### src/rtl/ptmr_pkg.sv
`timescale 1ns/1ps
package ptmr_pkg;
  typedef enum logic [1:0] {
    MODE_EVENT = 2'b00,
    MODE_TIMER = 2'b01,
    MODE_PULSE = 2'b10,
    MODE_HALT  = 2'b11
  } tmr_mode_e;

  // control byte: mode[7:6], zero[5], run[4], edge_rise[3], presc[2:0]
  typedef struct packed {
    tmr_mode_e  mode;
    logic       zero;
    logic       run;
    logic       edge_rise;
    logic [2:0] presc;
  } tmr_ctrl_t;

  localparam int CTRL_W = 8;
  localparam logic [CTRL_W-1:0] CTRL_WMASK = 8'hDF;
endpackage

### src/rtl/ptmr_prescaler.sv
`timescale 1ns/1ps
module ptmr_prescaler #(
  parameter int SEL_W = 3
) (
  input  logic             clk,
  input  logic             rst_n,
  input  logic             tick_raw,
  input  logic [SEL_W-1:0] sel,
  output logic             tick_out
);
  localparam int PCNT_W = (1 << SEL_W) - 1;

  logic [PCNT_W-1:0] pcnt;

  // a stage fires when its low 'sel' bits are all ones
  function automatic logic stage_hit(input logic [PCNT_W-1:0] c,
                                     input logic [SEL_W-1:0]  s);
    logic [PCNT_W-1:0] mask;
    mask = ~({PCNT_W{1'b1}} << s);
    return (c & mask) == mask;
  endfunction

  always_ff @(posedge clk or negedge rst_n) begin
    if (!rst_n)        pcnt <= '0;
    else if (tick_raw) pcnt <= pcnt + 1'b1;
  end

  assign tick_out = tick_raw && stage_hit(pcnt, sel);
endmodule

### src/rtl/ptmr_pin_sync.sv
`timescale 1ns/1ps
module ptmr_pin_sync #(
  parameter int STAGES = 2
) (
  input  logic clk,
  input  logic rst_n,
  input  logic pin,
  output logic rise,
  output logic fall
);
  logic [STAGES:0] shr;

  always_ff @(posedge clk or negedge rst_n) begin
    if (!rst_n) shr <= '0;
    else        shr <= {shr[STAGES-1:0], pin};
  end

  assign rise =  shr[STAGES-1] && !shr[STAGES];
  assign fall = !shr[STAGES-1] &&  shr[STAGES];
endmodule

### src/rtl/ptmr_pulse_meas.sv
`timescale 1ns/1ps
module ptmr_pulse_meas (
  input  logic clk,
  input  logic rst_n,
  input  logic arm,
  input  logic edge_rise,
  input  logic rise,
  input  logic fall,
  output logic measuring,
  output logic done
);
  logic start_edge, stop_edge;

  assign start_edge = edge_rise ? rise : fall;
  assign stop_edge  = edge_rise ? fall : rise;
  assign done       = arm && measuring && stop_edge;

  always_ff @(posedge clk or negedge rst_n) begin
    if (!rst_n)                      measuring <= 1'b0;
    else if (!arm)                   measuring <= 1'b0;
    else if (!measuring && start_edge) measuring <= 1'b1;
    else if (done)                   measuring <= 1'b0;
  end


  meas_end_chk: assert property (@(posedge clk) disable iff (!rst_n)
    done |=> !measuring);
endmodule

### src/rtl/ptmr_unit.sv
`timescale 1ns/1ps
module ptmr_unit #(
  parameter int CNT_W       = 8,
  parameter int PS_SEL_W    = 3,
  parameter int SYNC_STAGES = 2
) (
  input  logic             clk,
  input  logic             rst_n,
  input  logic             wr_en,
  input  logic             wr_sel,
  input  logic [CNT_W-1:0] wr_data,
  input  logic             rd_en,
  input  logic             rd_sel,
  output logic [CNT_W-1:0] rd_data,
  input  logic             ext_pin,
  input  logic             tick_raw,
  input  logic             irq_en,
  output logic             irq_flag,
  output logic             ovf_pulse
);
  import ptmr_pkg::*;

  tmr_ctrl_t        ctrl;
  logic [CNT_W-1:0] cnt, preload;
  logic             cnt_wr, ctl_wr, freeze;
  logic             ptick, pin_rise, pin_fall, measuring, meas_done;
  logic             src_tick, step, ovf_evt, arm;

  function automatic logic [CNT_W-1:0] next_count(input logic [CNT_W-1:0] c,
                                                  input logic [CNT_W-1:0] p);
    return (c == {CNT_W{1'b1}}) ? p : c + 1'b1;
  endfunction

  assign cnt_wr = wr_en && !wr_sel;
  assign ctl_wr = wr_en &&  wr_sel;
  assign freeze = rd_en && !rd_sel;
  assign arm    = ctrl.run && (ctrl.mode == MODE_PULSE);

  ptmr_prescaler #(.SEL_W(PS_SEL_W)) i_presc (
    .clk(clk), .rst_n(rst_n), .tick_raw(tick_raw),
    .sel(ctrl.presc[PS_SEL_W-1:0]), .tick_out(ptick));

  ptmr_pin_sync #(.STAGES(SYNC_STAGES)) i_sync (
    .clk(clk), .rst_n(rst_n), .pin(ext_pin), .rise(pin_rise), .fall(pin_fall));

  ptmr_pulse_meas i_meas (
    .clk(clk), .rst_n(rst_n), .arm(arm), .edge_rise(ctrl.edge_rise),
    .rise(pin_rise), .fall(pin_fall), .measuring(measuring), .done(meas_done));

  always_comb begin
    unique case (ctrl.mode)
      MODE_EVENT: src_tick = pin_rise;
      MODE_TIMER: src_tick = ptick;
      MODE_PULSE: src_tick = ptick && measuring;
      default:    src_tick = 1'b0;
    endcase
  end

  assign step    = ctrl.run && !freeze && src_tick;
  assign ovf_evt = step && (cnt == {CNT_W{1'b1}});

  always_ff @(posedge clk or negedge rst_n) begin
    if (!rst_n) begin
      cnt     <= '0;
      preload <= '0;
    end else begin
      if (cnt_wr) preload <= wr_data;
      if (cnt_wr && !ctrl.run) cnt <= wr_data;
      else if (step)           cnt <= next_count(cnt, preload);
    end
  end

  always_ff @(posedge clk or negedge rst_n) begin
    if (!rst_n)         ctrl     <= tmr_ctrl_t'('0);
    else if (ctl_wr)    ctrl     <= tmr_ctrl_t'(wr_data[CTRL_W-1:0] & CTRL_WMASK);
    else if (meas_done) ctrl.run <= 1'b0;
  end

  always_ff @(posedge clk or negedge rst_n) begin
    if (!rst_n) begin
      ovf_pulse <= 1'b0;
      irq_flag  <= 1'b0;
    end else begin
      ovf_pulse <= ovf_evt;
      irq_flag  <= ovf_evt && irq_en;
    end
  end

  assign rd_data = rd_sel ? CNT_W'(ctrl) : cnt;


  reload_chk: assert property (@(posedge clk) disable iff (!rst_n)
    ovf_evt |=> (cnt == $past(preload)) && ovf_pulse);

  irq_mask_chk: assert property (@(posedge clk) disable iff (!rst_n)
    !irq_en |=> !irq_flag);

  read_freeze_chk: assert property (@(posedge clk) disable iff (!rst_n)
    (freeze && !cnt_wr) |=> $stable(cnt));

  run_write_chk: assert property (@(posedge clk) disable iff (!rst_n)
    (cnt_wr && ctrl.run && !step) |=> $stable(cnt));

  auto_clear_chk: assert property (@(posedge clk) disable iff (!rst_n)
    (meas_done && !ctl_wr) |=> !ctrl.run);

  halt_chk: assert property (@(posedge clk) disable iff (!rst_n)
    ((ctrl.mode == MODE_HALT) && !cnt_wr) |=> $stable(cnt));
endmodule

### config.mk
export PLATFORM = sky130hd
export DESIGN_NAME = ptmr_unit
export DESIGN_NICKNAME = d
export VERILOG_FILES = /design/src/rtl/ptmr_pkg.sv /design/src/rtl/ptmr_prescaler.sv /design/src/rtl/ptmr_pin_sync.sv /design/src/rtl/ptmr_pulse_meas.sv /design/src/rtl/ptmr_unit.sv
export SDC_FILE = /design/constraint.sdc
export NUM_CORES = 1
export LEC_CHECK = 0
export ABC_AREA = 0
export BUFFER_PORTS_ARGS = -buffer_cell sky130_fd_sc_hd__buf_2
export CORE_UTILIZATION = 50
export DETAILED_ROUTE_END_ITERATION = 6
export HOLD_SLACK_MARGIN = 0.06
export PLACE_DENSITY = 0.7
export SETUP_SLACK_MARGIN = 0.15
export SYNTH_ARGS = -nofsm -noshare
export SYNTH_HDL_FRONTEND = slang
export SYNTH_HIERARCHICAL = 1
export SYNTH_SLANG_ARGS = --single-unit
### constraint.sdc
create_clock -name clk -period 2.1 [get_ports clk]
set_clock_uncertainty 0.2 [all_clocks]
set_input_delay 0.42 -clock clk [delete_from_list [all_inputs] [get_ports clk]]
set_output_delay 0.42 -clock clk [all_outputs]
set_load 0.01 [all_outputs]
Yosys cells after proc, flatten, opt, wreduce, memory -nomap -nowiden
Index checks and enable logic that the tools add are counted.
- output and inout bits: 10
- register bits after elaboration: 36
- bitwise logic cells: 2
- multiplexer cells: 11
- add/subtract/negate cells: 2
- reduce and logical (&&, ||, !) cells: 26
- equality and inequality tests: 5
- shifts and indexed selects: 1
- operator list (operator ; count):
    $mux 8 ; 4
    $logic_and 1x1->1 ; 16
    $add 8x1->8 const B ; 1
    $eq 8x8->1 const B ; 1
    $add 7x1->7 const B ; 1
    $and 7x7->7 ; 1
    $eq 7x7->1 ; 1
    $logic_not 1->1 ; 7
    $not 7->7 ; 1
    $shl 7x3->7 const A ; 1
    $mux 1 ; 6
    $reduce_bool 2->1 ; 2
    $ne 3x3->1 const B ; 1
    $pmux 1 s3 ; 1
    $eq 2x1->1 const B ; 1
    $eq 2x2->1 const B ; 1
    $logic_not 2->1 ; 1

Depth between registers and ports, before layout
Gate-level depths: netlist of run 1.
- depth after elaboration: 10
- depth in mapped cells: 10
- depth with buffers taken out: 9

Modules after synthesis
The synthesis of run 1 kept the hierarchy.
- modules (own cells, without submodules) (module ; area each (sq um) ; instances ; cells an instance):
    ptmr_unit ; 1320.0 ; 1 ; 124
    ptmr_prescaler ; 344.1 ; 1 ; 32
    ptmr_pin_sync ; 90.1 ; 1 ; 5
    ptmr_pulse_meas ; 73.8 ; 1 ; 7

Worst setup path after synthesis of run 1
OpenSTA, ideal clock, no wires.
- path kind: register to register
- from: register ctrl[1] in the netlist's numbering
- to: register cnt[0]
- path slack: -116 ps
- arrival time: 1950 ps
- cell stages (with the launch flop): 11
- setup time: 66 ps
- cells stage by stage: dfrtp_1 inv_1 o21ai_0 a21o_1 a221oi_2 nor2b_1 o221ai_1 or2_1 buf_2 a211oi_1 a221o_1
- word-level cells in the longest chain between the ends: 9
- RTL lines (item ; RTL line ; source):
    from (decl) ; ptmr_unit.sv:23 ; tmr_ctrl_t ctrl;
    from (signal assigned) ; ptmr_unit.sv:74 ; if (!rst_n) ctrl <= tmr_ctrl_t'('0);
    from (signal assigned) ; ptmr_unit.sv:75 ; else if (ctl_wr) ctrl <= tmr_ctrl_t'(wr_data[CTRL_W-1:0] & CTRL_WMASK);
    $shl 7x3->7 (*) ; ptmr_prescaler.sv:19 ; mask = ~({PCNT_W{1'b1}} << s);
    $not 7->7 (*) ; ptmr_prescaler.sv:19 ;
    $and 7x7->7 ; ptmr_prescaler.sv:20 ; return (c & mask) == mask;
    $eq 7x7->1 (*) ; ptmr_prescaler.sv:20 ;
    $logic_and 1x1->1 (*) ; ptmr_prescaler.sv:28 ; assign tick_out = tick_raw && stage_hit(pcnt, sel);
    net ptick ; ptmr_unit.sv:26 ; logic ptick, pin_rise, pin_fall, measuring, meas_done;
    $logic_and 1x1->1 ; ptmr_unit.sv:54 ; MODE_PULSE: src_tick = ptick && measuring;
    $pmux 1 s3 (*) ; ptmr_unit.sv:51 ; unique case (ctrl.mode)
    $logic_and 1x1->1 (*) ; ptmr_unit.sv:59 ; assign step = ctrl.run && !freeze && src_tick;
    $reduce_bool 2->1 (no line) (*) ; n/a ;
    to (signal assigned) ; ptmr_unit.sv:68 ; if (cnt_wr && !ctrl.run) cnt <= wr_data;
    to (signal assigned) ; ptmr_unit.sv:69 ; else if (step) cnt <= next_count(cnt, preload);
    to (decl) ; ptmr_unit.sv:24 ; logic [CNT_W-1:0] cnt, preload;
The timed path passes the listed nets; every way through them passes the cells marked *.
A chain may end at the register's enable or synchronous reset.

Final worst setup path of run 1
- from: register i_presc.pcnt[6]
- to: register cnt[6]
- word-level cells in the longest chain between the ends: 7
- RTL lines (item ; RTL line ; source):
    from (decl) ; ptmr_prescaler.sv:13 ; logic [PCNT_W-1:0] pcnt;
    from (signal assigned) ; ptmr_prescaler.sv:25 ; else if (tick_raw) pcnt <= pcnt + 1'b1;
    $and 7x7->7 (*) ; ptmr_prescaler.sv:20 ;
    $eq 7x7->1 (*) ; ptmr_prescaler.sv:20 ;
    $logic_and 1x1->1 (*) ; ptmr_prescaler.sv:28 ;
    net ptick ; ptmr_unit.sv:26 ;
    $logic_and 1x1->1 ; ptmr_unit.sv:54 ;
    $pmux 1 s3 (*) ; ptmr_unit.sv:51 ;
    $logic_and 1x1->1 (*) ; ptmr_unit.sv:59 ;
    $reduce_bool 2->1 (no line) (*) ; n/a ;
Marked as above.

==> results of run 1 <==
==> layout make-up <==
class	instances	area [um2]	share of cell area
multi-input combinational	120	980	0.419
sequential	36	902	0.386
timing repair buffer	46	312	0.133
clock buffer	8	58.8	0.0252
tap	46	57.6	0.0246
inverter	7	26.3	0.0112
==> final timing paths <==
| path | from | endpoint | slack [ns] | cells past startpoint |
|---|---|---|---|---|
| worst max-delay path | i_presc/pcnt[6] | cnt[6] | -0.13 | 8 |
| worst min-delay path | irq_en | irq_flag | 0.09 | 2 |
| worst max register to register | i_presc/pcnt[6] | cnt[6] | -0.13 | 8 |
| worst min register to register | i_sync/shr[0] | i_sync/shr[1] | 0.17 | 0 |
| max in group asynchronous | rst_n | ctrl[7] | 0.89 | 3 |
| min in group asynchronous | rst_n | cnt[5] | 0.35 | 2 |
==> registers in the layout (all words and copies together), names as in the netlist <==
signal,cells
ovf_pulse,1
i_presc/pcnt,7
ctrl,7
i_meas/measuring,1
irq_flag,1
preload,8
i_sync/shr,3
cnt,8
==> metal layers <==
metal	share of wire	wire length, um	vias to the layer above	track usage
met4	0.014	58	0	0.0727
met2	0.49	1990	37	0.389
met1	0.44	1800	678	0.300
met5	0	0	-	0
met3	0.048	195	8	0.0547
li1	-	-	707	-
==> cells in the mapped netlist <==
master	n	area (um2)
xnor2_1	5	43.8
a21oi_1	1	5.00
or2_1	1	6.26
ha_1	2	25.0
nand4_1	6	37.5
a32oi_1	1	8.76
nor2_2	1	6.26
dfrtp_1	36	901
o21ai_1	3	15.0
nand2_1	17	63.8
nand3b_1	1	7.51
buf_2	4	20.0
mux2_2	18	203
o211ai_1	1	7.51
nand3_1	5	25.0
a41o_1	1	10.0
a211oi_1	3	22.5
a31oi_1	1	6.26
a21o_1	1	7.51
o21ai_0	6	30.0
mux2i_1	4	40.0
a221o_1	4	40.0
o2bb2ai_1	1	8.76
inv_1	7	26.3
o221ai_1	2	17.5
nand2b_1	1	6.26
clkbuf_1	1	3.75
nor2_1	8	30.0
a311oi_2	1	15.0
and3_1	6	37.5
and2_1	3	18.8
and2b_2	1	8.76
xor2_1	3	26.3
a21boi_0	1	7.51
or2b_1	1	7.51
and2_4	1	8.76
a221oi_2	2	30.0
nor2b_1	7	43.8
==> stage by stage <==
stage          TNS, ns  cell area (um2)
6_report        -0.543             2340
5_1_grt          -1.56             2340
4_1_cts         -0.428             2300
3_5_place_dp    -0.964             2170
3_3_place_gp    -0.359             2170
2_1_floorplan  -0.0215             1870
==> repair_timing <==
action	in CTS	in global routing
hold buffers	2	0
pin swaps	3	2
setup endpoints to repair	10	12
buffers inserted	1	0
gates resized for setup	9	7
gates cloned	0	0
endpoints found under the hold margin	18	0
==> cells by family (layout without fill, tap and decap cells) <==
family	count (synthesis)	count (layout)	synth area share
adders and majority gates	2	2	0.0137
AOI/OAI and AO/OA	29	29	0.127
xor gates and xnor gates	8	8	0.0383
DFF	36	36	0.493
and+or+nand+nor	59	59	0.168
buffers and inverters	12	61	0.0274
muxes	22	22	0.133
==> worst max-delay path: stages, from the launching register on <==
cell and delay (ns):
dfrtp_1 0.42, o21ai_2 0.16, a21o_1 0.17, a221oi_4 0.07, buf_4 0.15, a311oi_4 0.35
nor2_4 0.11, and2_4 0.18, a221o_1 0.31
==> where the power goes <==
part	internal (mW)	switching (mW)
registers	0.849	0.158
logic	0.413	0.360
clock network	0.165	0.223
==> cells in the final DEF, fill, tap and decap left out, drive strengths merged, types with 5 or more instances in the layout <==
cell type,instances
nand4,6
mux2,18
xnor2,5
nand2,17
buf,44
nand3,5
nor2,9
dfrtp,36
clkbuf,8
and3,6
nor2b,7
o21ai,9
inv,7
==> metrics.txt, run 1 <==
Critical Path Source Type flip-flop; setup repair after global routing missed its margin true; worst setup margin -0.128 ns; pre-CTS setup slack -0.138 ns; total chip power ~2.2 mW; Worst slew margin 0.695; Residual DRC 0; Max Buffers Root-to-Sink 2; Slew @ Worst Pin between 0.4 and 0.5 ns; DRT antenna net count 0; Die Y 62.5 um; Clock Latency Late Sink about 0.34 ns; library cells used by synthesis 38; Slew Limit Fails 0; post-DR vias/cell 5.44; Layout Utilization 0.684; placed insts 252; largest net degree at the start of global routing 20; fillers 264; non-filler cells, final around 260; Ports 27; clock root cell clkbuf_4; Tmin final about 2.2 ns; Tot GR Track Use 0.233; PwrDens ~930 mW/mm2; clk slew on worst S/H paths 0.11 ns; Worst Path Arrival around 2.3 ns; Worst IR Drop VDD around 0.61 mV; Starting Density 0.535; Pleak around 1.1 nW; dpl hpwl about 3000 um; die footprint between 0.003 and 0.004 mm2; IO buf count 26; 1st-pass router iterations 4; DR WL/cell roughly 15 um; syn avg cell area approximately 11 um2; CP max FO 6; synthesized instance count roughly 170; Num Clock Sinks 36; Final nets around 240; CP required 2.14 ns; H-Tree Depth 2; post-synthesis sequential area ratio 0.493; Max Fclk 449 MHz; CTS tree done; status finished with violations; final WL 4050 um; CP Class reg -> reg; Final Cycle Share 1.06; violated checks negative setup slack; max_cap viols 0; Diodes inserted 0; Mapped Nets roughly 190; DRT iter0 DRCs 56; Hold Slack between 0.08 and 0.09 ns; vias in the first global route 1548; core area about 0.0034 mm2; Hold Vio Cnt, Final 0; grt ovf 0; Num CTS Buffers 5; Core Rows 21; Final setup viols 6; first-pass GRT wire length around 7000 um; CP endpoint kind flip-flop; Die Wd 62.5 um; initial antenna violation count 0; area grow syn2layout 27.8%; share of cells above drive strength 1 0.410; hold crit path type in -> reg; YS warnings 6; flip-flop and latch count after synthesis 36; synthesized area 0.00183 mm2; via count between 1000 and 1500; Routability Congestion between 0.8 and 0.9
Note: power is estimated with default switching activity, not from simulation.
==> inputs of run 2 (changes only) <==
--- a/config.mk
+++ b/config.mk
@@ -7,10 +7,10 @@
 export LEC_CHECK = 0
 export ABC_AREA = 0
 export BUFFER_PORTS_ARGS = -buffer_cell sky130_fd_sc_hd__buf_2
-export CORE_UTILIZATION = 50
+export CORE_UTILIZATION = 60
 export DETAILED_ROUTE_END_ITERATION = 6
 export HOLD_SLACK_MARGIN = 0.06
-export PLACE_DENSITY = 0.7
+export PLACE_DENSITY = 0.79
 export SETUP_SLACK_MARGIN = 0.15
 export SYNTH_ARGS = -nofsm -noshare
 export SYNTH_HDL_FRONTEND = slang
==> constraint.sdc (replaced) <==
create_clock -name clk -period 2.6 [get_ports clk]
set_clock_uncertainty 0.2 [all_clocks]
set_input_delay 0.52 -clock clk [delete_from_list [all_inputs] [get_ports clk]]
set_output_delay 0.52 -clock clk [all_outputs]
set_load 0.01 [all_outputs]
==> run 2 against run 1 <==
Net effect:
- the flow finishes with violations (design-rule violations)
- clock-buffer cell count is 1 lower
- sequential power fell by 16%
- die area decreased by 16%
- final cell count shrank 11%
- total power decreased by 24%
- worst setup slack improved by 0.37 ns
- fmax down 5.4%
- register-to-register slack better by 0.37 ns
- global-route usage up 3.9 points
- critical path depth up 1
- hold slack lost 0.049 ns
- final area shrank 8.5%
- critical path type unchanged
- critical endpoint is now cnt[0]
- largest cell class unchanged
- highest routed layer unchanged
==> metrics.txt, run 2 (synthesized netlist as in run 1, its figures left out) <==
non-filler cells, final 235 (-11%); Starting Density 0.646 (+0.111); area grow syn2layout 16.9%; pre-CTS setup slack 0.134 ns (+0.272 ns); via count 1463 (+2.3%); top flop regs cnt (8), preload (8); Max Buffers Root-to-Sink 2 (unchanged); Routability Congestion 0.953 (+8.6%); placed insts 222 (-12%); share of cells above drive strength 1 0.343 (-0.0670); Diodes inserted 0 (unchanged); Seq pwr share 0.516 (+0.052); core area 0.00283 mm2 (-17%); Num CTS Buffers 5 (unchanged); dpl hpwl 2840 um (-5.4%); Final setup viols 0 (-6); Clock Latency Late Sink 0.34 ns (about the same); max_cap viols 0 (unchanged); Slew @ Worst Pin 0.768 ns (+0.310 ns); initial antenna violation count 0 (unchanged); worst reg2reg path depth 9 (+1); DRT antenna net count 0 (unchanged); clock group share of total power 0.203 (+0.024); Pleak 0.999 nW (-6.7%); PwrDens 768 mW/mm2 (-17%); Worst slew margin 0.488 (-0.207); setup repair after global routing missed its margin false; Setup TNS 0 ns (+0.543 ns); Hold Vio Cnt, Final 0 (unchanged); Placed Area 0.00199 mm2 (-8.3%); Ports 27 (unchanged); most frequent cells in the layout 35 x dfrtp_1, 26 x buf_2, 18 x mux2_2; hold buffer count at CTS 0 (-2); CTS tree done; die footprint 0.00327 mm2 (-16%); Layout Utilization 0.755 (+0.0715); CP required 2.69 ns (+0.55 ns); final WL 4010 um (-0.82%); CP Class reg -> reg; Worst Path Arrival 2.44 ns (+0.18 ns); Worst IR Drop VDD 0.493 mV (-19%); Max Fclk 425 MHz (-5.4%); vias in the first global route 1415 (-8.6%); Final Cycle Share 0.906 (-0.155); first-pass GRT wire length 6580 um (-6.4%); clock root cell clkbuf_4; grt ovf 0 (unchanged); CP max FO 6 (unchanged); Comb pwr share 0.281 (-0.076); clk slew on worst S/H paths 0.10 ns (about the same); Die Wd 57.2 um (-8.4%); Tot GR Track Use 0.273 (+0.0393); DRT iter0 DRCs 76 (+36%); Final nets 223 (-5.1%); Slew Limit Fails 0 (unchanged); Int Power 1.08 mW (-24%); Residual DRC 1 (+1); violated checks design-rule violations; Tmin final 2.35 ns (+0.127 ns); Finished Cell Area 0.00214 mm2 (-8.5%); commonest non-fill, non-tap cell in the layout dfrtp_1; status finished with violations; largest net degree at the start of global routing 37 (+85%); Critical Path Source Type flip-flop; CP endpoint kind flip-flop; H-Tree Depth 2 (unchanged); Num Clock Sinks 36 (unchanged); total chip power 1.64 mW (-24%); Sw Share 0.341 (-0.000489); Core Rows 19 (-9.5%); worst setup margin 0.246 ns (+0.373 ns); post-DR vias/cell 6.23 (+14%); IO buf count 26 (unchanged); hold crit path type in -> async; Die Y 57.2 um (-8.4%); switching pwr 0.560 mW (-24%); DR WL/cell 17.1 um (+11%); 1st-pass router iterations 6 (+2); Hold Slack 0.0404 ns (-0.0491 ns)
[run 2: cell count changes in the layout (fill, tap and decap cells not counted), sizes merged]
cell         delta
buf            -10
dlygate4sd3     -2
clkbuf          -1
[run 2: worst paths after layout]
path,startpoint,to,slack [ns]
max reg2reg,ctrl[1],cnt[0],0.25
min reg2reg,i_sync/shr[0],i_sync/shr[1],0.17
max in group asynchronous,rst_n,ctrl[1],1.63
max,ctrl[1],cnt[0],0.25
min in group clk,ext_pin,i_sync/shr[0],0.08
min,rst_n,ctrl[0],0.04
[run 2: per-layer routing]
metal / up-vias / global-route usage / routed length (um)
met4: 0 / 0.108 / 95
met1: 688 / 0.349 / 1690
met2: 81 / 0.442 / 1890
met3: 16 / 0.0748 / 340
met5: - / 0 / 0
li1: 678 / - / -
[run 2: area by class of cell]
type	instances	area (um2)
inverter	7	26.3
sequential	36	902
clock buffer	7	65.1
multi-input combinational	120	915
fill	205	692
tap	31	38.8
timing repair buffer	34	190
[run 2: worst max-delay path: stages, from the launching register on]
cell and delay (ns):
dfrtp_2 0.44, inv_1 0.07, o21ai_0 0.07, a21o_1 0.21
a221oi_4 0.27, nor2b_4 0.20, o221ai_2 0.15, or2_4 0.30
a211oi_1 0.24, a221o_1 0.15
[run 2: power groups by stage]
| stage | clock [mW] | sequential [mW] | combinational, mW |
|---|---|---|---|
| floorplan | 0 | 0.796 | 0.325 |
| global placement | 0 | 0.841 | 0.392 |
| detailed placement | 0 | 0.849 | 0.417 |
| CTS | 0.337 | 0.839 | 0.425 |
| global route | 0.358 | 0.865 | 0.506 |
| finish | 0.333 | 0.847 | 0.462 |
[run 2: what timing repair did]
item | 4_1_cts | 5_1_grt
setup buffers | 3 | 3
pin swaps | 1 | 3
gates resized for setup | 0 | 9
endpoints found under the setup margin | 4 | 8
==> inputs of run 3 (changes only) <==
--- a/config.mk
+++ b/config.mk
@@ -9,7 +9,7 @@
 export BUFFER_PORTS_ARGS = -buffer_cell sky130_fd_sc_hd__buf_2
 export CORE_UTILIZATION = 60
 export DETAILED_ROUTE_END_ITERATION = 6
-export HOLD_SLACK_MARGIN = 0.06
+export HOLD_SLACK_MARGIN = 0.1
 export PLACE_DENSITY = 0.79
 export SETUP_SLACK_MARGIN = 0.15
 export SYNTH_ARGS = -nofsm -noshare
==> run 3 against run 2 <==
Net effect:
- the flow still finishes with violations (design-rule violations)
- fmax is 0.22% lower
- final area increased by 0.94%
- non-clock buffer count is 2 higher
- sequential power about the same
- clock power barely moved
- combinational power barely moved
- clock-buffer cell count unchanged
- critical endpoint unchanged
- largest cell class unchanged
- final cell count rose by 0.85%
- global-route usage unchanged
- register-to-register slack about the same
- total power barely moved
- sequential share of layout area shrank 0.39 points
==> metrics.txt, run 3 (synthesized netlist as in run 1, its figures left out) <==
status finished with violations; violated checks design-rule violations; Worst Path Arrival 2.44 ns (about the same); Slew Limit Fails 0 (unchanged); CP endpoint kind flip-flop; first-pass GRT wire length 6580 um (unchanged); Layout Utilization 0.762 (+0.00708); Top Layer Used met4; top flop regs cnt (8), preload (8); Num CTS Buffers 5 (unchanged); Reg area 902 um2 (unchanged); post-DR vias/cell 6.12 (-1.7%); PwrDens 762 mW/mm2 (-0.88%); final WL 4010 um (-0.17%); most frequent cells in the layout 35 x dfrtp_1, 26 x buf_2, 18 x mux2_2; Routability Congestion 0.953 (unchanged); CTS tree done; clk slew on worst S/H paths 0.10 ns (about the same); area grow syn2layout 18.0%; Setup TNS 0 ns (unchanged); Max Fclk 424 MHz (-0.22%); CP required 2.68 ns (about the same); fillers 200 (-2.4%); worst reg2reg endpoint cnt[0]; max_cap viols 0 (unchanged); hold crit path type reg -> reg; core area 0.00283 mm2 (unchanged); Slew @ Worst Pin 0.769 ns (+0.00124 ns); Tmin final 2.36 ns (+0.00515 ns); dpl hpwl 2840 um (unchanged); WL met3 306 um (-10%); hold_sp i_sync/shr[0]; Die Wd 57.2 um (unchanged); H-Tree Depth 2 (unchanged); Pleak 1.01 nW (+0.84%); hold path depth 0; Final Cycle Share 0.908 (+0.00198); Max Buffers Root-to-Sink 2 (unchanged); Final setup viols 0 (unchanged); initial antenna violation count 0 (unchanged); worst reg2reg path depth 9 (unchanged); Ports 27 (unchanged); Worst slew margin 0.487 (-0.000825); DRT antenna net count 0 (unchanged); Critical Path Source Type flip-flop; Die Y 57.2 um (unchanged); Tot GR Track Use 0.273 (unchanged); Worst IR Drop VDD 0.490 mV (-0.60%); routed length on met2 1890 um (+0.37%); wl on met1 1720 um (+1.8%); Starting Density 0.646 (unchanged); DR WL/cell 16.9 um (-1.0%); Num Clock Sinks 36 (unchanged); Placed Area 0.00199 mm2 (unchanged); setup repair after global routing missed its margin false; Finished Cell Area 0.00216 mm2 (+0.94%); commonest non-fill, non-tap cell in the layout dfrtp_1; Clock Latency Late Sink 0.34 ns (about the same); clock root cell clkbuf_4; Final nets 225 (+0.90%); Slowest cell on crit path dfrtp_2; CP bufs+invs 1 (unchanged); Largest stage delay, worst path 0.44 ns (about the same); hold worst-path end i_sync/shr[1]; footprint of the multi-input gates 915 um2 (unchanged); R2R Setup Slk 0.24 ns (about the same); via count 1450 (-0.89%); IO buf count 26 (unchanged); die footprint 0.00327 mm2 (unchanged); DRT iter0 DRCs 56 (-26%); CP max FO 6 (unchanged); Core Rows 19 (unchanged); grt ovf 0 (unchanged); reg2reg start ctrl[1]; CP cell instances inv_1 > o21ai_0 > a21o_1 > a221oi_4 > nor2b_4 > o221ai_2 > or2_4 > a211oi_1 > a221o_1; Hold Vio Cnt, Final 0 (unchanged); Diodes inserted 0 (unchanged); share of cells above drive strength 1 0.340 (-0.00333); largest net degree at the start of global routing 37 (unchanged); Residual DRC 1 (unchanged); vias in the first global route 1415 (unchanged); kind of cell adding the most delay to the critical path compound AO/OA/AOI/OAI gates; CP Class reg -> reg; 1st-pass router iterations 6 (unchanged)
==> run 3: cell types whose count changed in the layout (fill, tap and decap cells not counted), sizes merged <==
cell / before / now
dlygate4sd3: 0 / 2
==> run 3: metal layers <==
layer	vias to the layer above	track usage
met5	-	0
met4	0	0.108
met3	14	0.0748
met2	68	0.442
met1	688	0.349
li1	680	-
==> run 3: area by class of cell <==
class	count	area share
Multi-Input combinational cell	120	0.424
Sequential cell	36	0.418
Timing Repair Buffer	36	0.0974
Clock buffer	7	0.0302
Tap cell	31	0.0180
Inverter	7	0.0122
==> run 3: worst register-to-register path: cells and delay by family (launching register included) <==
family,cells,cell delay [ns]
AOI/OAI and AO/OA,6,1.09
buffers and inverters,1,0.07
DFF,1,0.44
and+or+nand+nor,2,0.50
==> run 3: timing repair <==
item	in CTS	in global routing
setup buffers	3	3
endpoints found under the hold margin	37	0
resized for setup	0	9
endpoints found under the setup margin	4	8
hold buffers	2	0
pin swaps	1	3
==> run 3: power by group <==
part           total (mW)  internal [mW]  switching [mW]
Combinational       0.464          0.245           0.220
Clock               0.332          0.153           0.178
Sequential          0.847          0.685           0.161
==> run 3: worst max path at each step <==
stage,cells past startpoint,slack [ns],from,to
finish,9,0.24,ctrl[1],cnt[0]
global route,9,0.14,ctrl[1],cnt[6]
CTS,9,0.17,ctrl[1],cnt[0]
detailed placement,9,0.13,ctrl[1],cnt[3]
global placement,9,0.29,ctrl[1],cnt[0]
floorplan,10,0.38,ctrl[1],cnt[0]
==> run 3: stage by stage <==
step / instances / total power, mW / worst slack, ns / hold WS (ns)
2_1_floorplan: 168 / 1.12 / 0.384 / 0.0244
3_3_place_gp: 222 / 1.23 / 0.290 / 0.137
3_5_place_dp: 222 / 1.27 / 0.134 / 0.145
4_1_cts: 234 / 1.60 / 0.166 / 0.168
5_1_grt: 237 / 1.73 / 0.142 / 0.170
6_report: 237 / 1.64 / 0.240 / 0.165
